--- src/rtl/dma_csr_pkg.sv ---
package dma_csr_pkg;
  localparam int ADDR_W   = 5;
  localparam int NUM_STAT = 5;
  localparam int LEVEL_W  = 10;
  localparam int LEVEL_MAX = 1020;

  localparam logic [ADDR_W-1:0] A_SETUP = 5'h00;
  localparam logic [ADDR_W-1:0] A_USED  = 5'h01;
  localparam logic [ADDR_W-1:0] A_INVAL = 5'h02;
  localparam logic [ADDR_W-1:0] A_OVF   = 5'h03;
  localparam logic [ADDR_W-1:0] A_UNF   = 5'h04;
  localparam logic [ADDR_W-1:0] A_DONE  = 5'h05;
  localparam logic [ADDR_W-1:0] A_BUFID = 5'h06;
  localparam logic [ADDR_W-1:0] A_OFFS  = 5'h08;
  localparam logic [ADDR_W-1:0] A_LEVEL = 5'h0A;

  // status vector index
  localparam int S_USED  = 0;
  localparam int S_INVAL = 1;
  localparam int S_OVF   = 2;
  localparam int S_UNF   = 3;
  localparam int S_DONE  = 4;

  typedef struct packed {
    logic ignore_used;
    logic to_host;
    logic err_ie;
    logic done_ie;
  } setup_t;

  // address of the status register for a given index
  function automatic logic [ADDR_W-1:0] stat_addr(int idx);
    return ADDR_W'(A_USED + idx);
  endfunction

  // fill level capped to the readout range
  function automatic logic [LEVEL_W-1:0] level_sat(int unsigned n);
    if (n > LEVEL_MAX) return LEVEL_W'(LEVEL_MAX);
    return LEVEL_W'(n);
  endfunction
endpackage

--- src/rtl/dma_csr_setup.sv ---
module dma_csr_setup
  import dma_csr_pkg::*;
(
  input  logic              clk,
  input  logic              rst_n,
  input  logic              wr_en,
  input  logic [ADDR_W-1:0] wr_addr,
  input  logic [7:0]        wr_data,
  output setup_t            setup_q
);
  logic hit;
  assign hit = wr_en && (wr_addr == A_SETUP);

  always_ff @(posedge clk) begin
    if (!rst_n) setup_q <= '0;
    else if (hit) setup_q <= setup_t'(wr_data[3:0]);
  end
endmodule

--- src/rtl/dma_csr_sticky.sv ---
module dma_csr_sticky (
  input  logic clk,
  input  logic rst_n,
  input  logic set_i,
  input  logic clr_i,
  output logic flag_q
);
  // set dominates clear
  always_ff @(posedge clk) begin
    if (!rst_n)     flag_q <= 1'b0;
    else if (set_i) flag_q <= 1'b1;
    else if (clr_i) flag_q <= 1'b0;
  end
endmodule

--- src/rtl/dma_csr_level.sv ---
module dma_csr_level
  import dma_csr_pkg::*;
#(
  parameter int CNT_W = 12
) (
  input  logic [CNT_W-1:0] cnt,
  output logic [15:0]      level_word
);
  localparam int PAD_W = 16 - 1 - LEVEL_W;
  logic empty;
  logic [LEVEL_W-1:0] capped;

  assign empty  = (cnt == '0);
  assign capped = level_sat(int'(unsigned'(cnt)));
  assign level_word = {empty, {PAD_W{1'b0}}, capped};
endmodule

--- src/rtl/dma_chan_csr.sv ---
module dma_chan_csr
  import dma_csr_pkg::*;
#(
  parameter int BUF_ID_W   = 8,
  parameter int OFFS_W     = 16,
  parameter int FIFO_CNT_W = 12
) (
  input  logic                  clk,
  input  logic                  rst_n,
  input  logic                  reg_wr,
  input  logic                  reg_rd,
  input  logic [ADDR_W-1:0]     reg_addr,
  input  logic [7:0]            wr_data,
  output logic [15:0]           rd_data,
  input  logic                  ev_used,
  input  logic                  ev_invalid,
  input  logic                  ev_overflow,
  input  logic                  ev_underflow,
  input  logic                  ev_complete,
  input  logic [BUF_ID_W-1:0]   cur_buf_id,
  input  logic [OFFS_W-1:0]     cur_offset,
  input  logic [FIFO_CNT_W-1:0] fifo_bytes,
  output logic                  irq,
  output logic                  pause_req,
  output logic                  cfg_to_host,
  output logic                  cfg_ignore_used
);
  setup_t                setup_q;
  logic [NUM_STAT-1:0]   ev_vec;
  logic [NUM_STAT-1:0]   set_vec;
  logic [NUM_STAT-1:0]   clr_vec;
  logic [NUM_STAT-1:0]   stat_q;
  logic [15:0]           level_word;
  logic                  zero_wr;
  logic                  err_any;

  assign ev_vec = {ev_complete, ev_underflow, ev_overflow, ev_invalid, ev_used};

  dma_csr_setup u_setup (
    .clk     (clk),
    .rst_n   (rst_n),
    .wr_en   (reg_wr),
    .wr_addr (reg_addr),
    .wr_data (wr_data),
    .setup_q (setup_q)
  );

  assign zero_wr = reg_wr && (wr_data == 8'h00);

  for (genvar g = 0; g < NUM_STAT; g++) begin : g_stat
    if (g == S_USED) begin : g_used
      assign set_vec[g] = ev_vec[g] && !setup_q.ignore_used;
    end else begin : g_plain
      assign set_vec[g] = ev_vec[g];
    end
    assign clr_vec[g] = zero_wr && (reg_addr == stat_addr(g));

    dma_csr_sticky u_flag (
      .clk    (clk),
      .rst_n  (rst_n),
      .set_i  (set_vec[g]),
      .clr_i  (clr_vec[g]),
      .flag_q (stat_q[g])
    );
  end

  dma_csr_level #(.CNT_W(FIFO_CNT_W)) u_level (
    .cnt        (fifo_bytes),
    .level_word (level_word)
  );

  assign err_any = stat_q[S_USED] | stat_q[S_INVAL] | stat_q[S_OVF] | stat_q[S_UNF];
  assign irq = (setup_q.done_ie & stat_q[S_DONE]) | (setup_q.err_ie & err_any);
  assign pause_req = stat_q[S_OVF] | stat_q[S_UNF];

  assign cfg_to_host     = setup_q.to_host;
  assign cfg_ignore_used = setup_q.ignore_used;

  always_comb begin
    rd_data = '0;
    if (reg_rd) begin
      case (reg_addr)
        A_SETUP: rd_data = {12'h000, setup_q};
        A_USED:  rd_data = {15'h0000, stat_q[S_USED]};
        A_INVAL: rd_data = {15'h0000, stat_q[S_INVAL]};
        A_OVF:   rd_data = {15'h0000, stat_q[S_OVF]};
        A_UNF:   rd_data = {15'h0000, stat_q[S_UNF]};
        A_DONE:  rd_data = {15'h0000, stat_q[S_DONE]};
        A_BUFID: rd_data = 16'(cur_buf_id);
        A_OFFS:  rd_data = 16'(cur_offset);
        A_LEVEL: rd_data = level_word;
        default: rd_data = '0;
      endcase
    end
  end
endmodule

--- config.mk ---
export PLATFORM = sky130hd
export DESIGN_NAME = dma_chan_csr
export DESIGN_NICKNAME = d
export VERILOG_FILES = /design/src/rtl/dma_csr_pkg.sv /design/src/rtl/dma_csr_setup.sv /design/src/rtl/dma_csr_sticky.sv /design/src/rtl/dma_csr_level.sv /design/src/rtl/dma_chan_csr.sv
export SDC_FILE = /design/constraint.sdc
export NUM_CORES = 1
export LEC_CHECK = 0
export ABC_AREA = 0
export CAP_MARGIN = 20
export CORE_ASPECT_RATIO = 0.8
export CORE_MARGIN = 4
export CORE_UTILIZATION = 34
export CTS_BUF_LIST = sky130_fd_sc_hd__clkbuf_8
export CTS_CLUSTER_DIAMETER = 60
export DETAILED_ROUTE_END_ITERATION = 8
export GPL_TIMING_DRIVEN = 0
export PLACE_DENSITY = 0.84
export SLEW_MARGIN = 15
export SYNTH_ARGS = -nofsm -noshare
export SYNTH_HDL_FRONTEND = slang
export SYNTH_SLANG_ARGS = --single-unit
--- constraint.sdc ---
create_clock -name clk -period 4.65 [get_ports clk]
set_clock_uncertainty 0.2 [all_clocks]
set_input_delay 0.93 -clock clk [delete_from_list [all_inputs] [get_ports clk]]
set_output_delay 0.93 -clock clk [all_outputs]
set_load 0.03 [all_outputs]
# ---- Word level (Yosys, flattened, before mapping)
# Cells that the tools add are included.
dict set report totals {
  register_bits 9
  inputBits 58
  output_inout_bits 20
  wordCells 57
}
dict set report classes {
  n_lt_le_gt_ge 1
  n_eq_ne 8
  mux 15
  n_bitwise 7
  reduce_logical 17
}
# cell count
set op_table {}
lappend op_table {{case mux 16 bit (9 select lines)} 1}
lappend op_table {{two-way mux 10 bit} 2}
lappend op_table {{two-way mux 16 bit} 1}
lappend op_table {{== test 5 x 3 -> 1 bit, second input constant} 3}
lappend op_table {{greater-than comparator 12 x 10 -> 1 bit, second input constant} 1}
lappend op_table {{zero test 12 bit} 1}
lappend op_table {{two-way mux 1 bit} 11}
lappend op_table {{== test 5 x 2 -> 1 bit, second input constant} 2}
lappend op_table {{== test 5 x 4 -> 1 bit, second input constant} 2}
lappend op_table {{nonzero test 2 bit} 5}
lappend op_table {{logical AND 1 bit} 8}
lappend op_table {{zero test 8 bit} 1}
lappend op_table {{== test 5 x 1 -> 1 bit, second input constant} 1}
lappend op_table {{zero test 5 bit} 1}
lappend op_table {{OR 1 bit} 5}
lappend op_table {{AND 1 bit} 2}
lappend op_table {{zero test 1 bit} 1}

# ---- Depth between registers and ports, before layout
# Gate-level depths: netlist of the first run.
dict set report logic_depth {
  word_depth 5
  mapped_depth 6
  depth_no_buf 4
}

# ---- By module
# From an unflattened synthesis of the first run, not the netlist that was laid out.
dict set report hier_totals {
  hier_cells 144
  area_unflattened_um2 1148.6
}
# mod n_inst cells_each area_each_um2 seq_area_each_um2
set by_module_without_submodules {}
lappend by_module_without_submodules {dma_chan_csr 1 85 578.1 0.0}
lappend by_module_without_submodules {dma_csr_sticky 5 3 41.3 20.0}
lappend by_module_without_submodules {dma_csr_setup 1 19 183.9 80.1}
lappend by_module_without_submodules {dma_csr_level 1 25 180.2 0.0}

# ---- Least setup slack after synthesis of the first run
# Ideal clock, no wire load.
dict set report synth_path {
  path_kind {input port to output port}
  from {in reg_addr[4]}
  to {out rd_data[15]}
  t_arrival_ns 2.608
  setup_slack_ns 0.912
  path_stages 6
  cell_sequence {or3_1 > buf_2 > nor2_1 > clkbuf_1 > nand2_1 > a21boi_0}
}
dict set report synth_via {
  elab_chain_cells 3
}
# element line
set synth_rtl {}
lappend synth_rtl {{start: declaration} dma_chan_csr.sv:12} ;# input logic [ADDR_W-1:0] reg_addr,
lappend synth_rtl {{== test 5 x 4 -> 1 bit, or another cell as far along} dma_chan_csr.sv:82} ;# case (reg_addr)
lappend synth_rtl {{case mux 16 bit (9 select lines) *} dma_chan_csr.sv:82}
lappend synth_rtl {{two-way mux 16 bit *} dma_chan_csr.sv:81} ;# if (reg_rd) begin
lappend synth_rtl {{end: declaration} dma_chan_csr.sv:14} ;# output logic [15:0] rd_data,
# Mark *: on every way between the ends. The rest lies on a longest branch, timed or not.

# ---- Worst setup path in the final report of the first run
dict set report layout_path {
  from {in reg_addr[1]}
  to {out rd_data[0]}
}
# The elaborated chain is that of the path after synthesis.

==> impl_metrics.yaml, run 1 <==
clocking:
  cts_tree: "yes"
  insertion_delay_ns: 0.23
  clock_path_buffers: 2
  cts-buffers-inserted: 3
  htreeDepth: 1
  root_buffer: "clkbuf_8"
  clk_pin_slew_ns: 0.04
  clock-sinks: 9
  cts_hold_buf: 0
setup_path:
  ff2ff_path_depth: 2
  r2r_slack_ns: 3.72
  slowest_delay_ns: 0.71
  worstReg2RegStart: "u_setup.setup_q[3]$_SDFFE_PN0P_"
  setup.worst_path.start: "reg_addr[1]"
  path_max_fanout: 8
  cpMaxStageDelayCell: "clkdlybuf4s50_1"
  r2r_end: "g_stat[0].u_flag.flag_q$_SDFFE_PN0P_"
  end_kind: "output pin"
  start_kind: "primary input"
  crit_cells: 6
  crit_buf_inv: 2
  path_class: "in -> out"
  critical-path-top-delay-family: "buffers and inverters"
  crit_end: "rd_data[0]"
  required_ns: 3.52
  arrival_ns: 3.43
  crit_top_cell: "clkdlybuf4s50_1"
  crit_chain: "clkdlybuf4s50_1, or3b_2, nor2_2, a221oi_1, a31oi_1, clkdlybuf4s50_1"
cells_and_area:
  final_util_pct: 70.6
  final_common_cell: "clkdlybuf4s50_1"
  antennaDiodeCount: 0
  fin_nets: 263
  multi_input_area_um2: 641
  regArea_um2: 180
  syn2layout_area_growth_pct: 98.5
  final_cell_mix: "74 x clkdlybuf4s50_1, 16 x nand2_1, 14 x o21ai_0"
  fillers: 224
  drive_gt1_share_pct: 6.86
synth:
  synth_area_leaders: "dfxtp_1 21%, mux2i_1 8.1%, o21ai_0 8.1%"
  syn_inst: 125
  syn-num-nets: 183
  yosys_warnings: 0
  synthFlopType: "dfxtp_1"
  async_flop_share_pct: 0
  synth_area_leader_cell: "dfxtp_1"
  netlist_area_um2: 861
  synth-seq-area-share_pct: 20.9
  avgSynthCellArea_um2: 6.89
  synth_edf_count: 0
  ys_ff_latch: 9
  synth_cell_types: 31
  yosys.area.top_type_share_pct: 20.9
sta:
  tightest_slew_ns: 0.455
  min_period_ns: 4.56
  slew_headroom_pct: 69.7
  finalCritPeriodShare_pct: 98.1
  rsz0062_at_grt: "true"
  setup_viol: 0
  finalHoldViolations: 0
  fin_ws_ns: 0.0864
  max_freq_ghz: 0.219
  drv_slew: 0
die:
  core_um2: 2420
  die_h_um: 53.0
  row_count: 16
  die_width_um: 64.3
  ioPinCount: 78
  die-area_um2: 3410
  initial_utilization_pct: 35.5
hold_path:
  min_path_type: "reg -> reg"
  hp-start: "g_stat[0].u_flag.flag_q$_SDFFE_PN0P_"
placement:
  io_buffer_count: 75
  gp_congestion: 0.793
  dp_hpwl_um: 2890
  post-place-ws_ns: -0.0610
global_route:
  grtUsageTotal_pct: 20.2
  grt-ovfl-total: 0
  grt_pass1_wl_um: 5490
  antenna_found_initial: 0
  grt_start_max_net_pins: 11
  first_global_vias: 1282
detailed_routing:
  ant_nets: 0
  drt_iter0_drc: 63
  vias: 1278
  wl_per_cell_um: 14.5
  drt-pass1-iter-count: 4
  routed_wl_um: 3480
  vias_per_cell: 5.33
  drc: 0
power:
  ir_worst_vdd_mv: 0.166
  p_leak_uw: 0.000606
  cellPowerDensity_nw_per_um2: 148
outcome:
  status: "completed"
flow_run:
  drv_cap: 0
==> per-layer routing <==
| metal | track usage (%) | wire length, um |
|---|---|---|
| met2 | 38.7 | 1720 |
| met4 | 7.02 | 57 |
| met3 | 4.67 | 251 |
| met1 | 22.1 | 1450 |
| met5 | 0 | 0 |
==> report_power, final <==
part | total, uW | leakage (uW) | internal (uW) | switching [uW]
clock network | 84.5 | 0.0000269 | 57.2 | 27.4
logic | 85.3 | 0.000505 | 54.7 | 30.6
registers | 83.9 | 0.0000742 | 81.1 | 2.75
total | 254 | 0.000606 | 193 | 60.8
==> per-stage QoR <==
stage	cell area (um2)	std cells	setup TNS, ns	total power [uW]	hold WS, ns
global placement	1660	236	0	167	0.268
finish	1710	240	0	254	0.301
global route	1710	240	-0.00852	268	0.333
floorplan	861	125	0	110	0.249
detailed placement	1660	236	-0.197	169	0.287
CTS	1710	240	0	256	0.292
==> layout make-up <==
type                            instances  share of cell area, %
Buffer                                  9                   2.64
Multi-Input combinational cell        107                   37.5
Timing Repair Buffer                   75                   44.1
Clock inverter                          1                  0.220
Clock buffer                            3                   2.42
Tap cell                               36                   2.64
Sequential cell                         9                   10.5
==> worst min path at each step <==
stage	cells past startpoint	slack (ns)	end
2_1_floorplan	2	0.25	g_stat[0].u_flag.flag_q$_SDFFE_PN0P_
3_3_place_gp	2	0.27	g_stat[0].u_flag.flag_q$_SDFFE_PN0P_
3_5_place_dp	2	0.29	g_stat[0].u_flag.flag_q$_SDFFE_PN0P_
4_1_cts	2	0.29	g_stat[0].u_flag.flag_q$_SDFFE_PN0P_
5_1_grt	2	0.33	g_stat[0].u_flag.flag_q$_SDFFE_PN0P_
6_report	2	0.30	g_stat[0].u_flag.flag_q$_SDFFE_PN0P_
==> cells in the mapped netlist, drive strengths merged (4+ instances only) <==
cell    instances
a21oi           7
a31oi           7
and2            5
clkbuf          7
dfxtp           9
mux2i           7
nand2          16
nand4           5
nor2           10
nor2b           4
nor3            5
o21ai          14
==> logic make-up (layout without fill, tap and decap cells) <==
family          count (synthesis)  in the layout  synth area share, %
simple gates                   65             65                 42.2
mux                             7              7                 8.14
flops                           9              9                 20.9
buf+inv                         9             88                 4.94
compound gates                 35             35                 23.8
==> flip-flops by register name, summed over array words and instances, names as in the netlist <==
signal / count
u_setup.setup_q: 4
g_stat.u_flag.flag_q: 5
==> worst register-to-register path, stage by stage, from the launching register on <==
cell and delay [ns]:
dfxtp_1 0.38, nand3b_1 0.13, o21ai_0 0.09
==> repair_timing <==
action,CTS,global route
gates resized for setup,2,3
setup endpoints to repair,4,11
setup buffers,0,0
No activity file was read; power rests on OpenSTA's default activity.
==> run 2: changes to the inputs <==
- clock period: 4.65 -> 5.4 ns (I/O delays scaled with it)
==> run 2 against run 1 <==
  * Sequential share of layout area about the same
  * Setup slack better by 0.28 ns
  * Utilization down 0.31 points
  * Routed wire length down 1.6%
  * First-iteration DRC count down 25%
  * Combinational power down 14%
  * Final cell count unchanged
  * Global-route usage down 0.091 points
  * Flip-flop and latch count unchanged
  * Critical path depth unchanged
  * Count of clock-buffer cells in the layout unchanged
  * Clock power down 14%
==> impl_metrics.yaml, run 2 (same netlist as run 1, synthesis figures left out) <==
die:
  row_count: 16
  initial_utilization_pct: 35.5
  die_width_um: 64.3
  die-area_um2: 3410
  ioPinCount: 78
  core_um2: 2420
  die_h_um: 53.0
cells_and_area:
  largest_register_ffs: 5
  final_common_cell: "clkdlybuf4s50_1"
  regMostFlops: "g_stat.u_flag.flag_q"
  reg_top3: "g_stat.u_flag.flag_q: 5 flops, u_setup.setup_q: 4 flops"
  drive_gt1_share_pct: 5.39
  stdcell_count: 240
  antennaDiodeCount: 0
  fin_nets: 263
  final_cell_mix: "75 x clkdlybuf4s50_1, 16 x nand2_1, 14 x o21ai_0"
  syn2layout_area_growth_pct: 97.7
sta:
  tns_ns: 0
  rsz0062_at_grt: "false"
  tightest_slew_ns: 0.585
  min_period_ns: 5.03
  holdWs_ns: 0.294
  slew_headroom_pct: 60.8
  drv_slew: 0
  finalHoldViolations: 0
  finalCritPeriodShare_pct: 93.2
  max_freq_ghz: 0.199
  setup_viol: 0
outcome:
  status: "completed"
setup_path:
  worstReg2RegStart: "u_setup.setup_q[3]$_SDFFE_PN0P_"
  end_kind: "output pin"
  start_kind: "primary input"
  setup.worst_path.start: "reg_addr[1]"
  slowest_delay_ns: 0.70
  path_class: "in -> out"
  arrival_ns: 3.75
  required_ns: 4.12
  path_max_fanout: 8
  cpMaxStageDelayCell: "clkdlybuf4s50_1"
  critical-path-top-delay-family: "buffers and inverters"
  crit_chain: "clkdlybuf4s50_1, or3b_2, nor2_1, a221oi_1, a31oi_1, clkdlybuf4s50_1"
  crit_top_cell: "clkdlybuf4s50_1"
  crit_buf_inv: 2
clocking:
  clk_pin_slew_ns: 0.04
  clock_path_buffers: 2
  cts_hold_buf: 0
  cts-buffers-inserted: 3
  htreeDepth: 1
  postCtsSetupBuffers: 0
  insertion_delay_ns: 0.23
  cts_tree: "yes"
  root_buffer: "clkbuf_8"
  ctsResizeCount: 0
  clock-sinks: 9
hold_path:
  min_path_type: "reg -> reg"
  hp-start: "g_stat[0].u_flag.flag_q$_SDFFE_PN0P_"
detailed_routing:
  routed_wl_um: 3430
  ant_nets: 0
  vias_per_cell: 5.21
  vias: 1251
  drt-pass1-iter-count: 4
  drc: 0
  wl_per_cell_um: 14.3
  drt_iter0_drc: 47
global_route:
  grt-ovfl-total: 0
  first_global_vias: 1276
  grtUsageTotal_pct: 20.2
  grt_start_max_net_pins: 11
  antenna_found_initial: 0
  grt_pass1_wl_um: 5460
power:
  p_total_uw: 218
  ir_worst_vdd_mv: 0.143
  cellPowerDensity_nw_per_um2: 128
  p_leak_uw: 0.000581
placement:
  gp_congestion: 0.793
  io_buffer_count: 75
  dp_cells: 236
  dp_hpwl_um: 2890
flow_run:
  drv_cap: 0
## run 2: cell types whose count changed in the layout (fill, tap and decap cells not counted)
cell,delta
nor2_1,+1
clkdlybuf4s50_1,+1
nor2_2,-1
clkbuf_1,+2
dlymetal6s2s_1,-1
clkbuf_2,-2
## run 2: worst paths after layout
| path | end | slack, ns | cells after the start |
|---|---|---|---|
| max reg2reg | g_stat[0].u_flag.flag_q$_SDFFE_PN0P_ | 4.48 | 2 |
| min reg2reg | g_stat[0].u_flag.flag_q$_SDFFE_PN0P_ | 0.29 | 2 |
| max | rd_data[0] | 0.37 | 6 |
| min | g_stat[0].u_flag.flag_q$_SDFFE_PN0P_ | 0.29 | 2 |
## run 2: worst reg2reg max path, cell delays in order, from the launching register on
cell      delay [ns]
dfxtp_1         0.38
nand3b_1        0.13
o21ai_0         0.09
## run 2: layout make-up
| type | instances | area, um2 |
|---|---|---|
| multi-input combinational | 107 | 638 |
| clock buffer | 3 | 41.3 |
| buffer | 9 | 42.5 |
| sequential | 9 | 180 |
| fill | 222 | 721 |
| clock inverter | 1 | 3.75 |
| tap | 36 | 45.0 |
| timing repair buffer | 75 | 751 |
## run 2: metal layers
layer	track usage, %	vias to the layer above	share of wire, %	wire (um)
met3	4.67	5	6.8	234
met1	22.3	572	43	1470
li1	-	623	-	-
met4	7.02	0	0.99	34
met2	38.0	51	49	1690
met5	0	-	0	0
## run 2: stage by stage
step	setup WS [ns]	utilization, %	area, um2
finish	0.368	70.2	1700
global route	0.254	70.2	1700
CTS	0.381	70.2	1700
detailed placement	0.389	68.4	1660
global placement	0.469	68.4	1660
floorplan	1.36	-	861
## run 2: power by group
group / leakage [uW] / internal [uW] / switching (uW)
sequential: 0.0000742 / 69.8 / 2.28
combinational: 0.000480 / 47.0 / 26.1
clock: 0.0000269 / 49.2 / 23.7
total: 0.000581 / 166 / 52.2
